===== src/rtl/ptp_clk_pkg.sv =====
package ptp_clk_pkg;
  localparam int unsigned A_STEP     = 0;
  localparam int unsigned A_TLO      = 1;
  localparam int unsigned A_THI      = 2;
  localparam int unsigned A_CTRL     = 3;
  localparam int unsigned CAP_BASE   = 4;
  localparam int unsigned CAP_STRIDE = 3;
  localparam int unsigned CAP_STAT   = 0;
  localparam int unsigned CAP_LO     = 1;
  localparam int unsigned CAP_HI     = 2;
  localparam int unsigned CTRL_HALT  = 0;
  localparam int unsigned CTRL_SPLIT = 1;
endpackage


===== src/rtl/ptp_rate_gen.sv =====
module ptp_rate_gen #(
  parameter int unsigned DW    = 32,
  parameter int unsigned PER_W = 8
) (
  input  logic          clk,
  input  logic          rst,
  input  logic [DW-1:0] step,
  input  logic          step_wr,
  input  logic          halt,
  input  logic          split,
  output logic          adv,
  output logic [DW-1:0] inc
);
  localparam int unsigned VAL_W = DW - PER_W;

  logic [PER_W-1:0] per;
  logic [VAL_W-1:0] val;
  logic [PER_W-1:0] ph_q;
  logic             run;
  logic             ph_end;

  assign per    = step[DW-1 -: PER_W];
  assign val    = step[VAL_W-1:0];
  assign run    = !halt && (step != '0) && (split || per != '0);
  assign ph_end = (ph_q == PER_W'(per - 1'b1));

  always_ff @(posedge clk) begin
    if (rst || step_wr) begin
      ph_q <= '0;
    end else if (run && !split) begin
      if (ph_end) ph_q <= '0;
      else        ph_q <= ph_q + 1'b1;
    end
  end

  assign adv = run && (split || ph_end);
  assign inc = split ? step : {{PER_W{1'b0}}, val};

  // phase counter stays inside the programmed period
  a_r3_phase_in_range: assert property (@(posedge clk) disable iff (rst)
    (ph_q < per && !step_wr) |=> (ph_q < per));

  // a halted counter never produces an advance
  a_r2_halt_no_adv: assert property (@(posedge clk) disable iff (rst)
    halt |-> !adv);
endmodule


===== src/rtl/ptp_time_acc.sv =====
module ptp_time_acc #(
  parameter int unsigned   DW      = 32,
  parameter logic [DW-1:0] NS_WRAP = DW'(1_000_000_000)
) (
  input  logic          clk,
  input  logic          rst,
  input  logic          adv,
  input  logic [DW-1:0] inc,
  input  logic          split,
  input  logic          ld_lo,
  input  logic          ld_hi,
  input  logic [DW-1:0] ld_val,
  output logic [DW-1:0] lo_q,
  output logic [DW-1:0] hi_q
);
  logic [2*DW-1:0] bin_nx;
  logic [DW:0]     ns_sum;
  logic            wrap;
  logic [DW-1:0]   ns_lo_nx;

  assign bin_nx   = {hi_q, lo_q} + {{DW{1'b0}}, inc};
  assign ns_sum   = {1'b0, lo_q} + {1'b0, inc};
  assign wrap     = (ns_sum >= {1'b0, NS_WRAP});
  assign ns_lo_nx = wrap ? DW'(ns_sum - {1'b0, NS_WRAP}) : ns_sum[DW-1:0];

  always_ff @(posedge clk) begin
    if (rst) begin
      lo_q <= '0;
      hi_q <= '0;
    end else if (ld_lo || ld_hi) begin
      if (ld_lo) lo_q <= ld_val;
      if (ld_hi) hi_q <= ld_val;
    end else if (adv) begin
      if (split) begin
        lo_q <= ns_lo_nx;
        hi_q <= hi_q + DW'(wrap);
      end else begin
        {hi_q, lo_q} <= bin_nx;
      end
    end
  end

  // binary advance adds exactly the amount with carry into the high half
  a_r3_bin_sum: assert property (@(posedge clk) disable iff (rst)
    (!split && adv && !ld_lo && !ld_hi) |=>
    (({hi_q, lo_q} - $past({hi_q, lo_q})) == {{DW{1'b0}}, $past(inc)}));

  // nanoseconds stay below one billion
  a_r4_ns_below_wrap: assert property (@(posedge clk) disable iff (rst)
    (split && adv && !ld_lo && !ld_hi && lo_q < NS_WRAP && inc < NS_WRAP) |=>
    (lo_q < NS_WRAP));

  // seconds move by at most one per advance
  a_r4_sec_step: assert property (@(posedge clk) disable iff (rst)
    (split && adv && !ld_lo && !ld_hi && lo_q < NS_WRAP && inc < NS_WRAP) |=>
    (hi_q == $past(hi_q) || hi_q == $past(hi_q) + 1'b1));

  // a low-half write lands unchanged
  a_r5_load_lo: assert property (@(posedge clk) disable iff (rst)
    ld_lo |=> (lo_q == $past(ld_val)));
endmodule


===== src/rtl/ptp_capture.sv =====
module ptp_capture #(
  parameter int unsigned DW = 32
) (
  input  logic          clk,
  input  logic          rst,
  input  logic          evt,
  input  logic          clr,
  input  logic [DW-1:0] now_lo,
  input  logic [DW-1:0] now_hi,
  output logic          valid_q,
  output logic [DW-1:0] lo_q,
  output logic [DW-1:0] hi_q
);
  always_ff @(posedge clk) begin
    if (rst) begin
      valid_q <= 1'b0;
      lo_q    <= '0;
      hi_q    <= '0;
    end else if (clr) begin
      valid_q <= 1'b0;
    end else if (evt && !valid_q) begin
      valid_q <= 1'b1;
      lo_q    <= now_lo;
      hi_q    <= now_hi;
    end
  end

  // a pulse on a free channel takes the current time
  a_r7_take: assert property (@(posedge clk) disable iff (rst)
    (evt && !valid_q && !clr) |=>
    (valid_q && lo_q == $past(now_lo) && hi_q == $past(now_hi)));

  // a full channel keeps its value
  a_r8_hold: assert property (@(posedge clk) disable iff (rst)
    (valid_q && !clr) |=> ($stable(lo_q) && $stable(hi_q) && valid_q));

  // a high-word read frees the channel
  a_r9_clear: assert property (@(posedge clk) disable iff (rst)
    clr |=> !valid_q);
endmodule


===== src/rtl/ptp_clock_core.sv =====
module ptp_clock_core #(
  parameter int unsigned   DW      = 32,
  parameter int unsigned   ADDR_W  = 4,
  parameter int unsigned   PER_W   = 8,
  parameter int unsigned   N_CAP   = 2,
  parameter logic [DW-1:0] NS_WRAP = DW'(1_000_000_000)
) (
  input  logic              clk,
  input  logic              rst,
  input  logic              wr_en,
  input  logic              rd_en,
  input  logic [ADDR_W-1:0] addr,
  input  logic [DW-1:0]     wdata,
  output logic [DW-1:0]     rdata,
  input  logic              rx_evt,
  input  logic              tx_evt
);
  import ptp_clk_pkg::*;

  logic [DW-1:0] step_q;
  logic          halt_q;
  logic          split_q;
  logic [DW-1:0] snap_hi_q;
  logic [DW-1:0] rdata_q;
  logic [DW-1:0] rd_mux;

  logic          step_wr, ld_lo, ld_hi, ctrl_wr, rd_lo;
  logic          adv;
  logic [DW-1:0] inc;
  logic [DW-1:0] time_lo, time_hi;

  logic [N_CAP-1:0] cap_evt;
  logic [N_CAP-1:0] cap_clr;
  logic [N_CAP-1:0] cap_valid;
  logic [DW-1:0]    cap_lo [N_CAP];
  logic [DW-1:0]    cap_hi [N_CAP];

  assign step_wr = wr_en && (addr == ADDR_W'(A_STEP));
  assign ld_lo   = wr_en && (addr == ADDR_W'(A_TLO));
  assign ld_hi   = wr_en && (addr == ADDR_W'(A_THI));
  assign ctrl_wr = wr_en && (addr == ADDR_W'(A_CTRL));
  assign rd_lo   = rd_en && (addr == ADDR_W'(A_TLO));

  always_ff @(posedge clk) begin
    if (rst) begin
      step_q    <= '0;
      halt_q    <= 1'b1;
      split_q   <= 1'b0;
      snap_hi_q <= '0;
    end else begin
      if (step_wr) step_q <= wdata;
      if (ctrl_wr) begin
        halt_q  <= wdata[CTRL_HALT];
        split_q <= wdata[CTRL_SPLIT];
      end
      if (rd_lo) snap_hi_q <= time_hi;
    end
  end

  ptp_rate_gen #(.DW(DW), .PER_W(PER_W)) u_rate (
    .clk(clk), .rst(rst), .step(step_q), .step_wr(step_wr),
    .halt(halt_q), .split(split_q), .adv(adv), .inc(inc)
  );

  ptp_time_acc #(.DW(DW), .NS_WRAP(NS_WRAP)) u_acc (
    .clk(clk), .rst(rst), .adv(adv), .inc(inc), .split(split_q),
    .ld_lo(ld_lo), .ld_hi(ld_hi), .ld_val(wdata),
    .lo_q(time_lo), .hi_q(time_hi)
  );

  assign cap_evt[0] = rx_evt;
  generate
    if (N_CAP > 1) begin : g_tx_evt
      assign cap_evt[1] = tx_evt;
    end
    if (N_CAP > 2) begin : g_spare_evt
      assign cap_evt[N_CAP-1:2] = '0;
    end
  endgenerate

  genvar g;
  generate
    for (g = 0; g < N_CAP; g++) begin : g_cap
      assign cap_clr[g] = rd_en &&
        (addr == ADDR_W'(CAP_BASE + CAP_STRIDE * g + CAP_HI));
      ptp_capture #(.DW(DW)) u_cap (
        .clk(clk), .rst(rst), .evt(cap_evt[g]), .clr(cap_clr[g]),
        .now_lo(time_lo), .now_hi(time_hi),
        .valid_q(cap_valid[g]), .lo_q(cap_lo[g]), .hi_q(cap_hi[g])
      );
    end
  endgenerate

  always_comb begin
    rd_mux = '0;
    if (addr == ADDR_W'(A_STEP)) rd_mux = step_q;
    if (addr == ADDR_W'(A_TLO))  rd_mux = time_lo;
    if (addr == ADDR_W'(A_THI))  rd_mux = snap_hi_q;
    if (addr == ADDR_W'(A_CTRL)) rd_mux = {{(DW-2){1'b0}}, split_q, halt_q};
    for (int c = 0; c < N_CAP; c++) begin
      if (addr == ADDR_W'(CAP_BASE + CAP_STRIDE * c + CAP_STAT))
        rd_mux = {{(DW-1){1'b0}}, cap_valid[c]};
      if (addr == ADDR_W'(CAP_BASE + CAP_STRIDE * c + CAP_LO))
        rd_mux = cap_valid[c] ? cap_lo[c] : '0;
      if (addr == ADDR_W'(CAP_BASE + CAP_STRIDE * c + CAP_HI))
        rd_mux = cap_valid[c] ? cap_hi[c] : '0;
    end
  end

  always_ff @(posedge clk) begin
    if (rst) rdata_q <= '0;
    else     rdata_q <= rd_en ? rd_mux : '0;
  end

  assign rdata = rdata_q;

  // halted or zero-rate counter keeps its time unless software writes it
  a_r2_stopped: assert property (@(posedge clk) disable iff (rst)
    ((halt_q || step_q == '0) && !ld_lo && !ld_hi) |=>
    ($stable(time_lo) && $stable(time_hi)));

  // the low read keeps the high half it saw
  a_r6_snapshot: assert property (@(posedge clk) disable iff (rst)
    rd_lo |=> (snap_hi_q == $past(time_hi)));

  // no read strobe, no read data
  a_r10_rd_idle: assert property (@(posedge clk) disable iff (rst)
    !rd_en |=> (rdata == '0));
endmodule


===== config.mk =====
export PLATFORM = sky130hd
export DESIGN_NAME = ptp_clock_core
export DESIGN_NICKNAME = d
export VERILOG_FILES = /design/src/rtl/ptp_clk_pkg.sv /design/src/rtl/ptp_rate_gen.sv /design/src/rtl/ptp_time_acc.sv /design/src/rtl/ptp_capture.sv /design/src/rtl/ptp_clock_core.sv
export SDC_FILE = /design/constraint.sdc
export NUM_CORES = 1
export LEC_CHECK = 0
export CORE_ASPECT_RATIO = 0.7
export CORE_MARGIN = 2
export CORE_UTILIZATION = 61
export DETAILED_ROUTE_END_ITERATION = 7
export PLACE_DENSITY = 0.8
export SLEW_MARGIN = 20
export SYNTH_ARGS = -nofsm -noshare
export SYNTH_HDL_FRONTEND = slang
export SYNTH_SLANG_ARGS = --single-unit

===== constraint.sdc =====
create_clock -name clk -period 4.86 [get_ports clk]
set_input_delay 0.486 -clock clk [delete_from_list [all_inputs] [get_ports clk]]
set_output_delay 0.486 -clock clk [all_outputs]
set_load 0.1 [all_outputs]

==> flow_summary.json <==
{
  "status": "finished, final reports clean",
  "grt_overflow": 0,
  "drv_cap": 0,
  "synth_cell_type_count": 105,
  "worst_pin_slew_ps": 1058,
  "startpoint": "u_acc.lo_q[19]",
  "p_leak_uw": 0.006335,
  "end_kind": "register",
  "rrSetupSlack_ps": 140,
  "dr.first_iter.drc_count": 2074,
  "setup_viol": 0,
  "tns_ps": 0,
  "synth_area_um2": 16220,
  "busiest_layer": "met2",
  "finalCritPeriodShare_pct": 97.19,
  "yosys.area_share.simple_pct": 23.72,
  "synth_fa_ha_area_share_pct": 3.054,
  "die_h_um": 140.4,
  "r2r-start": "u_acc.lo_q[19]",
  "initial_core_util_pct": 62.56,
  "crit_path_start_kind": "register",
  "ys_ff_latch": 300,
  "stdcell_area_um2": 18640,
  "hpwl_mm": 38.59,
  "slew_headroom_pct": 29.48,
  "vias": 17010,
  "area_growth_pct": 14.88,
  "critPathRequiredTime_ps": 5270,
  "period_needed_ps": 4723,
  "peakVddDrop_uv": 277.9,
  "cp_max_fo": 7,
  "drtPass1Iterations": 5,
  "regToRegEndpoint": "u_acc.hi_q[15]",
  "cts_root_buffer": "clkbuf_16",
  "stdcell_count": 2575,
  "syn_avg_cell_area_um2": 7.521,
  "antenna_found_initial": 1,
  "clk_pin_slew_ps": 70,
  "die_w_um": 198.9,
  "drtAntennaViolNets": 0,
  "viasPerCell": 6.605,
  "synth_top_family_by_area": "compound AO/OA/AOI/OAI gates",
  "yosysTopAreaCellShare_pct": 37.02,
  "drc_errors": 0,
  "grtUsageTotal_pct": 39.14,
  "pwr-share-clk_pct": 45.4,
  "io_buffers": 73,
  "fin_nets": 2277,
  "yosys-top-cells-area": "dfxtp_1, nand2_1, a21oi_1",
  "yosysWarnings": 0,
  "slew_violations": 0,
  "ys.flop_type": "dfxtp_1",
  "dpl-instance-area_um2": 17510,
  "multiInputGateArea_um2": 9612,
  "synthCells": 2157,
  "die_area_um2": 27940,
  "hold_viol": 0,
  "synth-async-reset-ratio_pct": 0,
  "ios": 74,
  "clk_latency_ps": 570,
  "routedWlPerCell_um": 21.48,
  "r2r_cells": 17,
  "grt_pass1_vias": 15840,
  "synth.area.mux_share_pct": 2.630,
  "skew_ps": 26.64,
  "cts_made_buffers": 28,
  "wirelength_mm": 55.30,
  "arrival_ps": 5140,
  "clock_tree.htree_level_count": 1,
  "cts_sinks": 300,
  "syn_nets": 2238,
  "power.internal_uw": 3984,
  "sw_frac_of_total_pct": 24.19,
  "grtUsageMet3_pct": 6.766,
  "grt_use_met1_pct": 54.24,
  "total_power_uw": 5255,
  "core_um2": 25930,
  "cts_tree": "built",
  "synth-compound-area-share_pct": 26.42,
  "hold_path_class": "reg2reg",
  "antenna_cells": 0,
  "drive_above_1_share_pct": 9.919,
  "cellPowerDensity_nw_per_um2": 282.0,
  "regArea_um2": 6006,
  "p_sw_uw": 1271,
  "synth-xor-area-share_pct": 2.630,
  "grt_pass1_wl_mm": 86.86,
  "worstSetupEndpoint": "u_acc.hi_q[15]",
  "place_inst": 2515,
  "ys_seq_area_share_pct": 37.02,
  "ctsHoldBuffers": 0,
  "fmax_ghz": 0.2117,
  "rows": 49,
  "crit_type": "reg2reg",
  "gp_congestion": 0.9835,
  "hold_ws_ps": 455.5,
  "synth.largest_area_cell": "dfxtp_1",
  "pwr-share-comb_pct": 7.0,
  "power_frac_seq_pct": 47.6,
  "synth_edf_count": 0,
  "clk_path_buf_depth": 3,
  "met2_usage_pct": 60.27,
  "grt_max_degree": 111,
  "fill_cells": 2126
}
==> cells by family (layout without fill, tap and decap cells) <==
logic type	after synthesis	after routing
buf+inv	182	243
flops	300	300
xor+xnor	47	47
mux	41	41
compound gates	674	674
fa+ha+maj	39	39
simple gates	874	874
==> per-stage QoR <==
| step | setup slack, ps | util [%] |
|---|---|---|
| 3_5_place_dp | -104.7 | 67.51 |
| 3_3_place_gp | 15.92 | 67.51 |
| 2_1_floorplan | 475.2 | - |
| 5_1_grt | -130.5 | 71.86 |
| 6_report | 136.7 | 71.86 |
| 4_1_cts | 7.221 | 71.40 |
==> cells in the final DEF (no fill, tap or decap), types with 7 or more instances in the layout <==
| cell type | count |
|---|---|
| mux2i_1 | 37 |
| nand2_1 | 557 |
| and2_1 | 20 |
| nand4_1 | 21 |
| o21a_1 | 8 |
| clkbuf_8 | 7 |
| and3_1 | 20 |
| a31oi_1 | 38 |
| a21oi_1 | 278 |
| nor4_1 | 17 |
| xnor2_1 | 27 |
| o22ai_1 | 11 |
| clkdlybuf4s50_1 | 71 |
| or3_1 | 15 |
| nor2_1 | 95 |
| inv_1 | 19 |
| ha_1 | 37 |
| a21o_1 | 28 |
| a311oi_1 | 14 |
| nor3_1 | 36 |
| clkbuf_16 | 29 |
| xor2_1 | 17 |
| o211ai_1 | 13 |
| dfxtp_1 | 300 |
| o21ai_1 | 9 |
| a211oi_1 | 23 |
| nand2b_1 | 8 |
| a22oi_1 | 60 |
| o21ai_0 | 94 |
| buf_4 | 95 |
| a221oi_1 | 7 |
| nand3_1 | 30 |
==> cells in the mapped netlist (5+ instances only) <==
library cell	number
nand2_1	558
dfxtp_1	300
a21oi_1	281
clkbuf_1	131
nor2_1	98
o21ai_0	95
a22oi_1	60
a31oi_1	39
ha_1	38
mux2i_1	37
nor3_1	37
nand3_1	31
a21o_1	28
xnor2_1	27
a211oi_1	26
nand4_1	21
and3_1	20
and2_1	19
inv_1	19
xor2_1	18
nor4_1	17
or3_1	15
a311oi_1	14
buf_2	13
o211ai_1	13
buf_1	11
o21ai_1	11
o22ai_1	11
nand2b_1	10
o21a_1	8
a221oi_1	7
nor2b_1	7
a211o_1	6
o21bai_1	5
o31ai_1	5
==> routing by layer <==
layer,up-vias,routed length [um]
met5,-,0
met4,0,2564
met3,178,6172
met2,1047,24230
met1,8036,22340
li1,7747,-
==> how the worst min path moves through the flow <==
stage,startpoint,endpoint,slack [ps],cells past startpoint
6_report,g_cap[1].u_cap.lo_q[2],g_cap[1].u_cap.lo_q[2],460,2
3_3_place_gp,snap_hi_q[1],snap_hi_q[1],440,2
2_1_floorplan,snap_hi_q[1],snap_hi_q[1],430,2
4_1_cts,snap_hi_q[20],snap_hi_q[20],460,2
3_5_place_dp,snap_hi_q[20],snap_hi_q[20],450,2
5_1_grt,g_cap[0].u_cap.lo_q[6],g_cap[0].u_cap.lo_q[6],470,2
==> flip-flops by register name, indices dropped and copies added, names as in the netlist <==
name	count
u_acc.hi_q	32
g_cap.u_cap.valid_q	2
step_q	32
split_q	1
g_cap.u_cap.lo_q	64
u_acc.lo_q	32
halt_q	1
snap_hi_q	32
rdata	32
g_cap.u_cap.hi_q	64
u_rate.ph_q	8
==> power groups by stage <==
| stage | Clock, uW | Combinational, uW | Sequential (uW) |
|---|---|---|---|
| 2_1_floorplan | 0 | 210 | 2550 |
| 3_3_place_gp | 0 | 349 | 2550 |
| 3_5_place_dp | 0 | 352 | 2550 |
| 4_1_cts | 2390 | 355 | 2500 |
| 5_1_grt | 2490 | 389 | 2500 |
| 6_report | 2390 | 369 | 2500 |
==> cell type report <==
cell class / count / share of cell area, %
Inverter: 20 / 0.4028
Clock inverter: 11 / 0.8795
Tap cell: 357 / 2.397
Multi-Input combinational cell: 1675 / 51.57
Clock buffer: 41 / 4.458
Sequential cell: 300 / 32.23
Timing Repair Buffer: 171 / 8.063
==> critical path, stage by stage, from the launching register on <==
cell	delay, ps
dfxtp_1	490
ha_1	400
a21o_1	240
o21bai_1	300
or4_4	570
o211ai_1	300
nand3_1	140
mux2i_1	240
and3_1	310
o21ai_2	100
ha_2	190
o211ai_1	320
nor3_1	110
buf_4	200
buf_4	160
a311oi_1	270
a31oi_1	70
nor3b_1	160
==> timing repair <==
action / CTS / global route
endpoints found under the setup margin: 16 / 28
setup buffers: 1 / 7
pin swaps: 1 / 10
gates resized for setup: 3 / 17
Note: power is estimated with default switching activity, not from simulation.
